$ cat src/rtl/tmr_pkg.sv
package tmr_pkg;
   localparam int unsigned DATA_W    = 32;
   localparam int unsigned BE_W      = DATA_W / 8;
   localparam int unsigned TAP_COUNT = 5;
   localparam int unsigned SEL_W     = 3;
   localparam int unsigned IE_BIT    = 5;
   localparam int unsigned UF_BIT    = 8;
   localparam int unsigned WORDS_PER_CH = 3;

   typedef enum logic [SEL_W-1:0] {
      TAP_DIV4    = 3'd0,
      TAP_DIV16   = 3'd1,
      TAP_DIV64   = 3'd2,
      TAP_DIV256  = 3'd3,
      TAP_DIV1024 = 3'd4
   } tap_sel_e;

   // reserved codes fall back to the fastest tap
   function automatic logic [SEL_W-1:0] tap_index(input logic [SEL_W-1:0] code);
      return (code > TAP_DIV1024) ? TAP_DIV4 : code;
   endfunction

   function automatic logic [DATA_W-1:0] merge_lanes(
      input logic [DATA_W-1:0] old_v,
      input logic [DATA_W-1:0] new_v,
      input logic [BE_W-1:0]   be);
      logic [DATA_W-1:0] res;
      res = old_v;
      for (int b = 0; b < BE_W; b++)
         if (be[b]) res[8*b +: 8] = new_v[8*b +: 8];
      return res;
   endfunction
endpackage

$ cat src/rtl/tmr_prescaler.sv
module tmr_prescaler #(
   parameter int unsigned TAPS = 5
) (
   input  logic            clk,
   input  logic            rst_n,
   output logic [TAPS-1:0] tick
);
   localparam int unsigned PW = 2 * TAPS;

   logic [PW-1:0] div_q;

   always_ff @(posedge clk or negedge rst_n) begin
      if (!rst_n) div_q <= '0;
      else        div_q <= div_q + 1'b1;
   end

   for (genvar i = 0; i < TAPS; i++) begin : g_tap
      assign tick[i] = &div_q[2*i+1:0];
      if (i > 0) begin : g_nest
         // a slower tap only fires on an edge where every faster tap fires
         p_tap_nested_r4: assert property (@(posedge clk) disable iff (!rst_n)
            tick[i] |-> tick[i-1]);
      end
   end
endmodule

$ cat src/rtl/tmr_start_reg.sv
module tmr_start_reg #(
   parameter int unsigned NUM_CH = 3
) (
   input  logic              clk,
   input  logic              rst_n,
   input  logic              we,
   input  logic [7:0]        wbyte,
   output logic [NUM_CH-1:0] run
);
   logic unused_hi_bits;
   assign unused_hi_bits = ^wbyte[7:NUM_CH];

   always_ff @(posedge clk or negedge rst_n) begin
      if (!rst_n)  run <= '0;
      else if (we) run <= wbyte[NUM_CH-1:0];
   end

   p_run_hold_r3: assert property (@(posedge clk) disable iff (!rst_n)
      !we |=> $stable(run));
endmodule

$ cat src/rtl/tmr_channel.sv
module tmr_channel
   import tmr_pkg::*;
#(
   parameter int unsigned TAPS = TAP_COUNT
) (
   input  logic              clk,
   input  logic              rst_n,
   input  logic              run,
   input  logic [TAPS-1:0]   tick,
   input  logic              we_const,
   input  logic              we_count,
   input  logic              we_ctrl,
   input  logic [DATA_W-1:0] wdata,
   input  logic [BE_W-1:0]   be,
   output logic [DATA_W-1:0] const_q,
   output logic [DATA_W-1:0] count_q,
   output logic [DATA_W-1:0] ctrl_word,
   output logic              irq
);
   logic [SEL_W-1:0] sel_q;
   logic             ie_q;
   logic             uf_q;
   logic             step;
   logic             at_zero;
   logic             wrap;
   logic             clr_req;

   assign step    = run & tick[tap_index(sel_q)];
   assign at_zero = (count_q == '0);
   assign wrap    = step & at_zero & ~we_count;
   assign clr_req = we_ctrl & be[UF_BIT/8] & ~wdata[UF_BIT];

   always_ff @(posedge clk or negedge rst_n) begin
      if (!rst_n)        const_q <= '1;
      else if (we_const) const_q <= merge_lanes(const_q, wdata, be);
   end

   always_ff @(posedge clk or negedge rst_n) begin
      if (!rst_n)        count_q <= '1;
      else if (we_count) count_q <= merge_lanes(count_q, wdata, be);
      else if (step)     count_q <= at_zero ? const_q : count_q - 1'b1;
   end

   always_ff @(posedge clk or negedge rst_n) begin
      if (!rst_n) begin
         sel_q <= TAP_DIV4;
         ie_q  <= 1'b0;
      end else if (we_ctrl && be[0]) begin
         sel_q <= wdata[SEL_W-1:0];
         ie_q  <= wdata[IE_BIT];
      end
   end

   always_ff @(posedge clk or negedge rst_n) begin
      if (!rst_n)       uf_q <= 1'b0;
      else if (wrap)    uf_q <= 1'b1;
      else if (clr_req) uf_q <= 1'b0;
   end

   always_comb begin
      ctrl_word              = '0;
      ctrl_word[SEL_W-1:0]   = sel_q;
      ctrl_word[IE_BIT]      = ie_q;
      ctrl_word[UF_BIT]      = uf_q;
   end

   assign irq = uf_q & ie_q;

   p_hold_stopped_r3: assert property (@(posedge clk) disable iff (!rst_n)
      (!run && !we_count) |=> $stable(count_q));

   p_decrement_r5: assert property (@(posedge clk) disable iff (!rst_n)
      (step && !at_zero && !we_count) |=> count_q == $past(count_q) - 1'b1);

   p_reload_r5: assert property (@(posedge clk) disable iff (!rst_n)
      (step && at_zero && !we_count) |=> (count_q == $past(const_q)) && uf_q);

   p_flag_sticky_r6: assert property (@(posedge clk) disable iff (!rst_n)
      (uf_q && !clr_req) |=> uf_q);

   p_count_write_r8: assert property (@(posedge clk) disable iff (!rst_n)
      (we_count && be == '1) |=> count_q == $past(wdata));
endmodule

$ cat src/rtl/reload_timer_unit.sv
module reload_timer_unit
   import tmr_pkg::*;
#(
   parameter int unsigned NUM_CH  = 3,
   parameter bit          ALT_MAP = 1'b0,
   parameter int unsigned ADDR_W  = 8
) (
   input  logic                clk,
   input  logic                rst_n,
   input  logic [ADDR_W-1:0]   bus_addr,
   input  logic                bus_wr,
   input  logic [BE_W-1:0]     bus_be,
   input  logic [DATA_W-1:0]   bus_wdata,
   output logic [DATA_W-1:0]   bus_rdata,
   output logic [NUM_CH-1:0]   irq
);
   localparam int unsigned START_BYTE = ALT_MAP ? 2 : 4;
   localparam int unsigned START_WORD = START_BYTE / 4;
   localparam int unsigned START_LANE = START_BYTE % 4;
   localparam int unsigned CH_BASE    = ALT_MAP ? 4 : 8;
   localparam int unsigned CH_WORD0   = CH_BASE / 4;
   localparam int unsigned MAP_END    = CH_BASE + 4 * WORDS_PER_CH * NUM_CH;

   if (NUM_CH < 2 || NUM_CH > 3) begin : g_bad_count
      $error("reload_timer_unit: NUM_CH must be 2 or 3");
   end
   if (MAP_END > (1 << ADDR_W)) begin : g_bad_addr
      $error("reload_timer_unit: ADDR_W too small for the register map");
   end

   logic [31:0]       word_idx;
   logic              unused_addr_lsb;
   logic [NUM_CH-1:0] run;
   logic [TAP_COUNT-1:0] tick;
   logic              start_hit;
   logic [DATA_W-1:0] ch_rd [NUM_CH];

   assign word_idx        = 32'(bus_addr[ADDR_W-1:2]);
   assign unused_addr_lsb = ^bus_addr[1:0];
   assign start_hit       = (word_idx == 32'(START_WORD));

   tmr_prescaler #(.TAPS(TAP_COUNT)) u_presc (
      .clk  (clk),
      .rst_n(rst_n),
      .tick (tick)
   );

   tmr_start_reg #(.NUM_CH(NUM_CH)) u_start (
      .clk  (clk),
      .rst_n(rst_n),
      .we   (bus_wr & start_hit & bus_be[START_LANE]),
      .wbyte(bus_wdata[8*START_LANE +: 8]),
      .run  (run)
   );

   for (genvar n = 0; n < NUM_CH; n++) begin : g_ch
      localparam int unsigned W0 = CH_WORD0 + WORDS_PER_CH * n;
      logic hit_const, hit_count, hit_ctrl;
      logic [DATA_W-1:0] const_q, count_q, ctrl_word;

      assign hit_const = (word_idx == 32'(W0));
      assign hit_count = (word_idx == 32'(W0 + 1));
      assign hit_ctrl  = (word_idx == 32'(W0 + 2));

      tmr_channel #(.TAPS(TAP_COUNT)) u_chan (
         .clk      (clk),
         .rst_n    (rst_n),
         .run      (run[n]),
         .tick     (tick),
         .we_const (bus_wr & hit_const),
         .we_count (bus_wr & hit_count),
         .we_ctrl  (bus_wr & hit_ctrl),
         .wdata    (bus_wdata),
         .be       (bus_be),
         .const_q  (const_q),
         .count_q  (count_q),
         .ctrl_word(ctrl_word),
         .irq      (irq[n])
      );

      assign ch_rd[n] = hit_const ? const_q :
                        hit_count ? count_q :
                        hit_ctrl  ? ctrl_word : '0;
   end

   always_comb begin
      bus_rdata = '0;
      if (start_hit) bus_rdata[8*START_LANE +: 8] = 8'(run);
      for (int n = 0; n < NUM_CH; n++) bus_rdata = bus_rdata | ch_rd[n];
   end

   // nothing outside the map may drive read data
   p_unmapped_zero_r11: assert property (@(posedge clk) disable iff (!rst_n)
      (word_idx >= 32'(MAP_END / 4)) |-> (bus_rdata == '0));
endmodule

$ cat config.mk
export PLATFORM = sky130hd
export DESIGN_NAME = reload_timer_unit
export DESIGN_NICKNAME = d
export VERILOG_FILES = /design/src/rtl/tmr_pkg.sv /design/src/rtl/tmr_prescaler.sv /design/src/rtl/tmr_start_reg.sv /design/src/rtl/tmr_channel.sv /design/src/rtl/reload_timer_unit.sv
export SDC_FILE = /design/constraint.sdc
export NUM_CORES = 1
export LEC_CHECK = 0
export BUFFER_PORTS_ARGS = -buffer_cell sky130_fd_sc_hd__buf_4
export CAP_MARGIN = 20
export CORE_MARGIN = 1
export CORE_UTILIZATION = 30
export CTS_CLUSTER_DIAMETER = 120
export CTS_CLUSTER_SIZE = 12
export DETAILED_ROUTE_END_ITERATION = 7
export GPL_TIMING_DRIVEN = 1
export RECOVER_POWER = 50
export SYNTH_ARGS = -nofsm -noshare
export SYNTH_HDL_FRONTEND = slang
export SYNTH_SLANG_ARGS = --single-unit
$ cat constraint.sdc
create_clock -name clk -period 3.7 [get_ports clk]
set_input_delay 0.185 -clock clk [delete_from_list [all_inputs] [get_ports clk]]
set_output_delay 0.185 -clock clk [all_outputs]
set_load 0.03 [all_outputs]
==> run summary, run 1 <==
Relative slew margins -> -0.986
Most used cell, CP -> clkbuf_2
Yosys reg bits -> 220
Yosys warnings -> 0
Area share of the largest cell type after synthesis -> 0.362
GRT overflow -> 0
Vias in the first global route -> 12.3k
Peak Freq -> 318 MHz
Boundary Pins -> 82
Largest net degree at the start of global routing -> 116
Initial antenna violation count -> 0
Area of the mapped netlist -> 0.0139 mm²
Cell row count -> 78
Leakage -> 6.21 nW
Power Dens Cells -> 454 mW/mm²
Fin Hold WS -> 18.0 ps
Syn_nets -> 1,562
Worst endpoint required time -> 4320 ps
IO buf count -> 79
Avg Cell Area, Syn -> 9.25 µm²
Number of cells on the worst hold path -> 2
Commonest non-fill, non-tap cell in the layout -> dfstp_2
Failing checks -> design-rule violations, max-capacitance violations, max-slew violations
Vias -> 13.0k
Post-route DRC -> 12
Critical path buffers and inverters -> 3
Post-synth cell types -> 81
Post-DP HPWL -> 37.3 mm
Critical Path Sink Type -> asynchronous set/reset pin
Synth Instances -> 1,508
Ys async rst share -> 1.00
Final WL -> 50.5 mm
Antenna fix cells -> 0
RSZ-0062 raised after global routing -> false
Max Root-Sink Buffers -> 3
Slew Limit Fails -> 116
Setup_tns -> 0 ps
Clock skew -> 24.5 ps
Wire per inst -> 23.1 µm
Worst-Margin Slew -> 2980 ps
DIE AREA -> 0.0474 mm²
Layout Area Growth over Synthesis -> 15.5%
Layout Nets -> 1,633
Crit Path Category -> in -> async
Routability cong. -> 1.01
Critical Path Source -> rst_n
Skew-Pair Late Insertion Delay -> 550 ps
Max VDD drop -> 0.257 mV
Hold buffer count at CTS -> 33
DR vias/cell -> 5.94
Max Cap Violations -> 1
Hold crit path type -> in -> reg
GRT Util Overall -> 0.210
Postcts setup bufs -> 0
Fin. Hold Viols -> 0
Synth top area cells -> dfstp_2 36%, mux2_2 9.0%, dfrtp_1 5.0%
Final ANT Viol Nets -> 0
Reg2reg setup slack -> 580 ps
Setup violators final -> 0
Data arrival time of the critical path -> 3770 ps
Initial DRC count -> 1,313
Cell depth of the worst flop-to-flop path -> 7
Clock sink count -> 220
Height of the chip -> 218 µm
Root Driver -> clkbuf_16
Dominant synthesized flop cell -> dfstp_2
Reg2reg start -> u_presc.div_q[0]
Period Utilization, post-route -> 0.851
Reg2reg end -> g_ch[2].u_chan.count_q[21]
Status -> complete, but fails checks
TritonCTS buffer count -> 22
CP max stage delay -> 2020 ps
Overall die width -> 218 µm
Commonest non-fill, non-tap cells in the layout -> 192 x dfstp_2, 186 x nand2_1, 122 x buf_4
Fin crit period -> 3150 ps
Core box area -> 0.0456 mm²
Max FO, Critical Path -> 115
Wire length of the first global-routing pass -> 77.2 mm
Top cell type by total area after synthesis -> dfstp_2
Worst setup SP type -> input port
Hold_sp -> bus_wdata[1]
Register area share after synthesis -> 0.412
EDFF count, synth -> 0
Slowest CP cell -> clkbuf_2
Layout cells sized above 1 -> 0.312
CTS H-tree lvls -> 1
Hold EP -> g_ch[1].u_chan.sel_q[1]
Worst-path cell chain -> dlygate4sd3_1 -> clkbuf_2 -> clkbuf_2
Initial Utilization -> 0.306
Post-CTS resize count -> 0
DRT Pass-1 Iters -> 8
CTS tree -> yes
Largest delay share family, worst path -> buffers and inverters
Clock-pin slew on the worst setup and hold paths -> 60 ps
report_power, final:
group	internal (mW)	switching [mW]
Sequential	2.96	0.544
Clock	1.08	0.985
Combinational	0.771	0.981
Total	4.81	2.51
cell type report:
cell class	count	area, µm²
well taps	600	751
repair buffers	165	1290
fillers	4592	29500
multi-input cells	1150	7650
clock inverters	2	25.0
clock buffers	27	569
inverters	20	75.1
flip-flops and latches	220	5750
cell families (layout without fill, tap and decap cells):
group,count (synthesis),count (layout),synth area share
DFF,220,220,0.412
buffers and inverters,138,214,0.0418
adders and majority gates,7,7,0.00628
AOI/OAI and AO/OA,433,433,0.221
muxes,120,120,0.0979
xor gates and xnor gates,44,44,0.0276
and+or+nand+nor,546,546,0.194
flip-flops by register name (all words and copies together), names as in the netlist:
name	flops
u_start.run	3
g_ch.u_chan.count_q	96
u_presc.div_q	10
g_ch.u_chan.sel_q	9
g_ch.u_chan.const_q	96
g_ch.u_chan.ie_q	3
g_ch.u_chan.uf_q	3
worst max path at each step:
| stage | depth (start not counted) | endpoint | slack (ps) |
|---|---|---|---|
| after CTS | 7 | g_ch[0].u_chan.count_q[18] | 570 |
| after floorplan | 8 | g_ch[2].u_chan.count_q[0] | 1200 |
| final | 3 | g_ch[2].u_chan.const_q[18] | 550 |
| after detailed placement | 7 | g_ch[0].u_chan.count_q[18] | 610 |
| after global placement | 7 | g_ch[0].u_chan.count_q[18] | 680 |
| after global routing | 3 | g_ch[2].u_chan.count_q[22] | 140 |
worst register-to-register path: cells and delay by family, from the launching register on:
kind	cells	cell delay, ps
compound gates	4	1480
fa+ha+maj	1	380
flops	1	370
simple gates	2	810
stage by stage:
step                      total power [mW]  cell area [µm²]  setup WS (ps)  utilization  instances
after detailed placement              5.21            15200            614        0.334       2120
final                                 7.32            16100            553        0.354       2184
after CTS                             7.32            16100            566        0.354       2182
after global routing                  7.67            16100            143        0.354       2184
after floorplan                       4.55            13900           1200            -       1508
after global placement                5.16            15200            682        0.334       2120
synth_stat cells (all sizes together), types with 5 or more instances:
cell,n
dfrtp,28
nor2,119
o22a,7
a21oi,64
mux2,112
a211o,8
o22ai,8
xnor2,30
nand4,16
or4,20
buf,27
nand2,186
nor3,52
a222oi,54
ha,7
clkbuf,91
o211ai,59
xor2,14
nor4,31
or3,15
nand2b,11
and3,13
o21ai,81
o21a,6
o21bai,6
nand3,40
mux2i,6
and2,9
nor4b,5
a22oi,11
a2bb2oi,5
inv,20
a211oi,19
o41ai,6
o31ai,11
dfstp,192
or2,9
a31oi,39
layer usage:
metal | part of all wire | routed length [µm] | GRT usage
met1 | 0.44 | 22100 | 0.293
met2 | 0.46 | 23000 | 0.332
met3 | 0.066 | 3320 | 0.0201
met4 | 0.041 | 2080 | 0.0864
met5 | 0 | 0 | 0
No activity file was read; power rests on OpenSTA's default activity.
==> run 2: changes to the inputs <==
--- a/config.mk
+++ b/config.mk
@@ -5,6 +5,7 @@
 export SDC_FILE = /design/constraint.sdc
 export NUM_CORES = 1
 export LEC_CHECK = 0
+export ABC_AREA = 1
 export BUFFER_PORTS_ARGS = -buffer_cell sky130_fd_sc_hd__buf_4
 export CAP_MARGIN = 20
 export CORE_MARGIN = 1
==> run summary, run 2 <==
Height of the chip -> 229 µm (+5.4%)
Multi-input logic area -> 0.00845 mm² (+10%)
Avg Cell Area, Syn -> 6.61 µm² (-29%)
Ys async rst share -> 1.00 (unchanged)
Worst-path cell chain -> ha_1 -> nand3_1 -> nor2_1 -> nand2_1 -> nand3_2 -> nand3_2 -> buf_4 -> nand2_1 -> inv_1 -> nand2_1 -> nand2_1
RSZ-0062 raised after global routing -> false
Clock sink count -> 220 (unchanged)
Reg2reg end -> g_ch[2].u_chan.count_q[1]
GRT Util Overall -> 0.238 (+0.0280)
Cell row count -> 82 (+5.1%)
Final std cells w/o fill -> 3,096 (+42%)
DIE AREA -> 0.0526 mm² (+11%)
Placed cell count -> 3,049 (+44%)
GRT overflow -> 0 (unchanged)
Initial Utilization -> 0.306 (+0.000389)
Core box area -> 0.0506 mm² (+11%)
Vias in the first global route -> 15.2k (+24%)
Commonest non-fill, non-tap cell in the layout -> nand2_1
Skew-Pair Late Insertion Delay -> 560 ps (about the same)
Hold crit path type -> in -> reg
Commonest non-fill, non-tap cells in the layout -> 935 x nand2_1, 211 x inv_1, 209 x nor2_1
Final ANT Viol Nets -> 0 (unchanged)
Setup violators final -> 0 (unchanged)
Max FO, Critical Path -> 20 (-83%)
Failing checks -> max-capacitance violations, max-slew violations
Setup_tns -> 0 ps (unchanged)
Layout Area Growth over Synthesis -> 12.6%
Post-synth top cells -> 933 x nand2_1, 209 x inv_1, 207 x nor2_1
Max Cap Violations -> 1 (unchanged)
DR vias/cell -> 5.22 (-12%)
Critical Path Sink Type -> flop
Fin crit period -> 2790 ps (-357 ps)
Final WL -> 63.2 mm (+25%)
Relative slew margins -> -0.742 (+0.244)
Register area -> 0.00575 mm² (unchanged)
Worst-Margin Slew -> 2610 ps (-366 ps)
TritonCTS buffer count -> 22 (unchanged)
Slowest CP cell -> nor2_1
Post-route setup slack -> 910 ps (+357 ps)
Overall die width -> 229 µm (+5.4%)
Top cell type by total area after synthesis -> dfstp_2
Wire per inst -> 20.4 µm (-12%)
Initial DRC count -> 1,853 (+41%)
CP max stage delay -> 450 ps (-1570 ps)
IO buf count -> 79 (unchanged)
Max VDD drop -> 0.349 mV (+36%)
Clock power share -> 0.208 (-0.074)
Top flop regs -> g_ch.u_chan.const_q (96), g_ch.u_chan.count_q (96), u_presc.div_q (10)
Sw frac -> 0.458 (+0.115)
Clock skew -> 27.7 ps (+3.27 ps)
Peak Freq -> 358 MHz (+13%)
Largest net degree at the start of global routing -> 96 (-17%)
Dominant synthesized flop cell -> dfstp_2
Cell depth of the worst flop-to-flop path -> 11 (+4)
Final cell utilization of the core -> 0.345 (-0.00836)
Reg2reg start -> u_presc.div_q[0]
Register area share after synthesis -> 0.371 (-0.0412)
# fillers -> 5,467 (+19%)
Number of cells on the worst hold path -> 3 (+1)
EDFF count, synth -> 0 (unchanged)
Boundary Pins -> 82 (unchanged)
Post-route cell area -> 0.0175 mm² (+8.4%)
Hold_sp -> bus_wdata[0]
Root Driver -> clkbuf_16
Clock-pin slew on the worst setup and hold paths -> 60 ps (about the same)
DRT Pass-1 Iters -> 5 (-3)
Data arrival time of the critical path -> 3270 ps (-500 ps)
Worst endpoint required time -> 4180 ps (-140 ps)
Fin. Hold Viols -> 0 (unchanged)
Sw Pwr -> 4.69 mW (+87%)
Flop pwr share -> 0.357 (-0.122)
Syn_nets -> 2,398 (+54%)
Synth top area cells -> dfstp_2 33%, nand2_1 23%, nand3_1 5.7%
Critical path buffers and inverters -> 2 (-1)
Post-CTS resize count -> 0 (unchanged)
Reg2reg setup slack -> 910 ps (+330 ps)
Power Dens Cells -> 586 mW/mm² (+29%)
Antenna fix cells -> 0 (unchanged)
Yosys reg bits -> 220 (unchanged)
Initial antenna violation count -> 0 (unchanged)
Setup WS pre-CTS -> 1070 ps (+458 ps)
Layout cells sized above 1 -> 0.172 (-0.139)
Leakage -> 8.20 nW (+32%)
Area of the mapped netlist -> 0.0155 mm² (+11%)
Max Root-Sink Buffers -> 3 (unchanged)
Slew Limit Fails -> 95 (-18%)
Pint -> 5.55 mW (+15%)
Largest delay share family, worst path -> simple AND/OR/NAND/NOR gates
Vias -> 16.2k (+25%)
Most numerous cell in the Yosys netlist -> nand2_1
Layout Nets -> 2,473 (+51%)
CTS H-tree lvls -> 1 (unchanged)
CTS tree -> yes
Most used cell, CP -> nand2_1
Crit Path Category -> reg -> reg
Yosys warnings -> 0 (unchanged)
Comb pwr share -> 0.435 (+0.196)
Status -> complete, but fails checks
Hold EP -> g_ch[2].u_chan.const_q[0]
Post-DP HPWL -> 48.0 mm (+29%)
Post-synth cell types -> 39 (-52%)
Wire length of the first global-routing pass -> 95.3 mm (+23%)
Period Utilization, post-route -> 0.754 (-0.0965)
Area after DPL -> 0.0167 mm² (+10%)
Synth Instances -> 2,344 (+55%)
Area share of the largest cell type after synthesis -> 0.325 (-0.0362)
Post-route DRC -> 0 (-12)
Worst setup SP type -> flop
Routability cong. -> 1.06 (+5.0%)
==> run 2: cell count changes after synthesis, moves of 80 or more <==
cell     delta
inv_1     +189
nand2_1   +747
mux2_2    -112
nand3_1   +137
nor2_1     +90
o21ai_0    +80
==> run 2: metrics by stage <==
step	power (mW)	hold slack, ps
after floorplan	6.66	-111
after global placement	8.00	284
after detailed placement	8.05	290
after CTS	10.2	0.859
after global routing	11.0	20.1
final	10.2	16.9
==> run 2: final cells by class <==
class,instances,area share
multi-input combinational,1824,0.484
sequential,220,0.329
timing repair buffer,119,0.0544
inverter,232,0.0501
tap,672,0.0482
clock buffer,27,0.0326
clock inverter,2,0.00143
==> run 2: timing repair <==
action | CTS | global route
hold buffers | 18 | 0
endpoints found under the hold margin | 56 | 0
setup buffers | 0 | 0
==> run 2: how the worst max path moves through the flow <==
stage	from	end	slack (ps)	cells after the start
after CTS	g_ch[0].u_chan.count_q[28]	g_ch[0].u_chan.count_q[25]	1230	8
final	u_presc.div_q[0]	g_ch[2].u_chan.count_q[1]	910	11
after global routing	rst_n	g_ch[2].u_chan.count_q[20]	560	3
after global placement	bus_addr[5]	g_ch[1].u_chan.count_q[0]	1110	12
after detailed placement	bus_addr[5]	g_ch[1].u_chan.count_q[19]	1070	12
after floorplan	u_presc.div_q[0]	g_ch[2].u_chan.count_q[18]	2080	11
==> run 2: power by group through the flow <==
stage | combinational [mW] | clock, mW | sequential [mW]
floorplan | 3.21 | 0 | 3.45
global placement | 4.33 | 0 | 3.67
detailed placement | 4.37 | 0 | 3.68
CTS | 4.41 | 2.17 | 3.64
global route | 5.01 | 2.25 | 3.72
finish | 4.45 | 2.12 | 3.66
==> run 2: metal layers <==
layer,global-route usage,vias up,wire [µm]
li1,-,7649,-
met1,0.325,7684,27500
met2,0.373,708,27800
met3,0.0461,121,5230
met4,0.0852,0,2610
met5,0,-,0
==> run 2: worst reg2reg max path: stages (launching register included) <==
cell,delay (ps)
dfrtp_1,370
ha_1,320
nand3_1,340
nor2_1,450
nand2_1,120
nand3_2,100
nand3_2,50
buf_4,230
nand2_1,420
inv_1,180
nand2_1,100
nand2_1,60
==> run 2: kinds of logic (layout without fill, tap and decap cells) <==
kind of cell	count (synthesis)	in the layout	share of synthesized area
adder cells (fa/ha/maj)	7	7	0.00565
buffers and inverters	300	380	0.0819
XOR/XNOR	36	36	0.0203
AO/OA/AOI/OAI	338	338	0.124
AND/OR/NAND/NOR	1443	1443	0.397
flip-flops	220	220	0.371
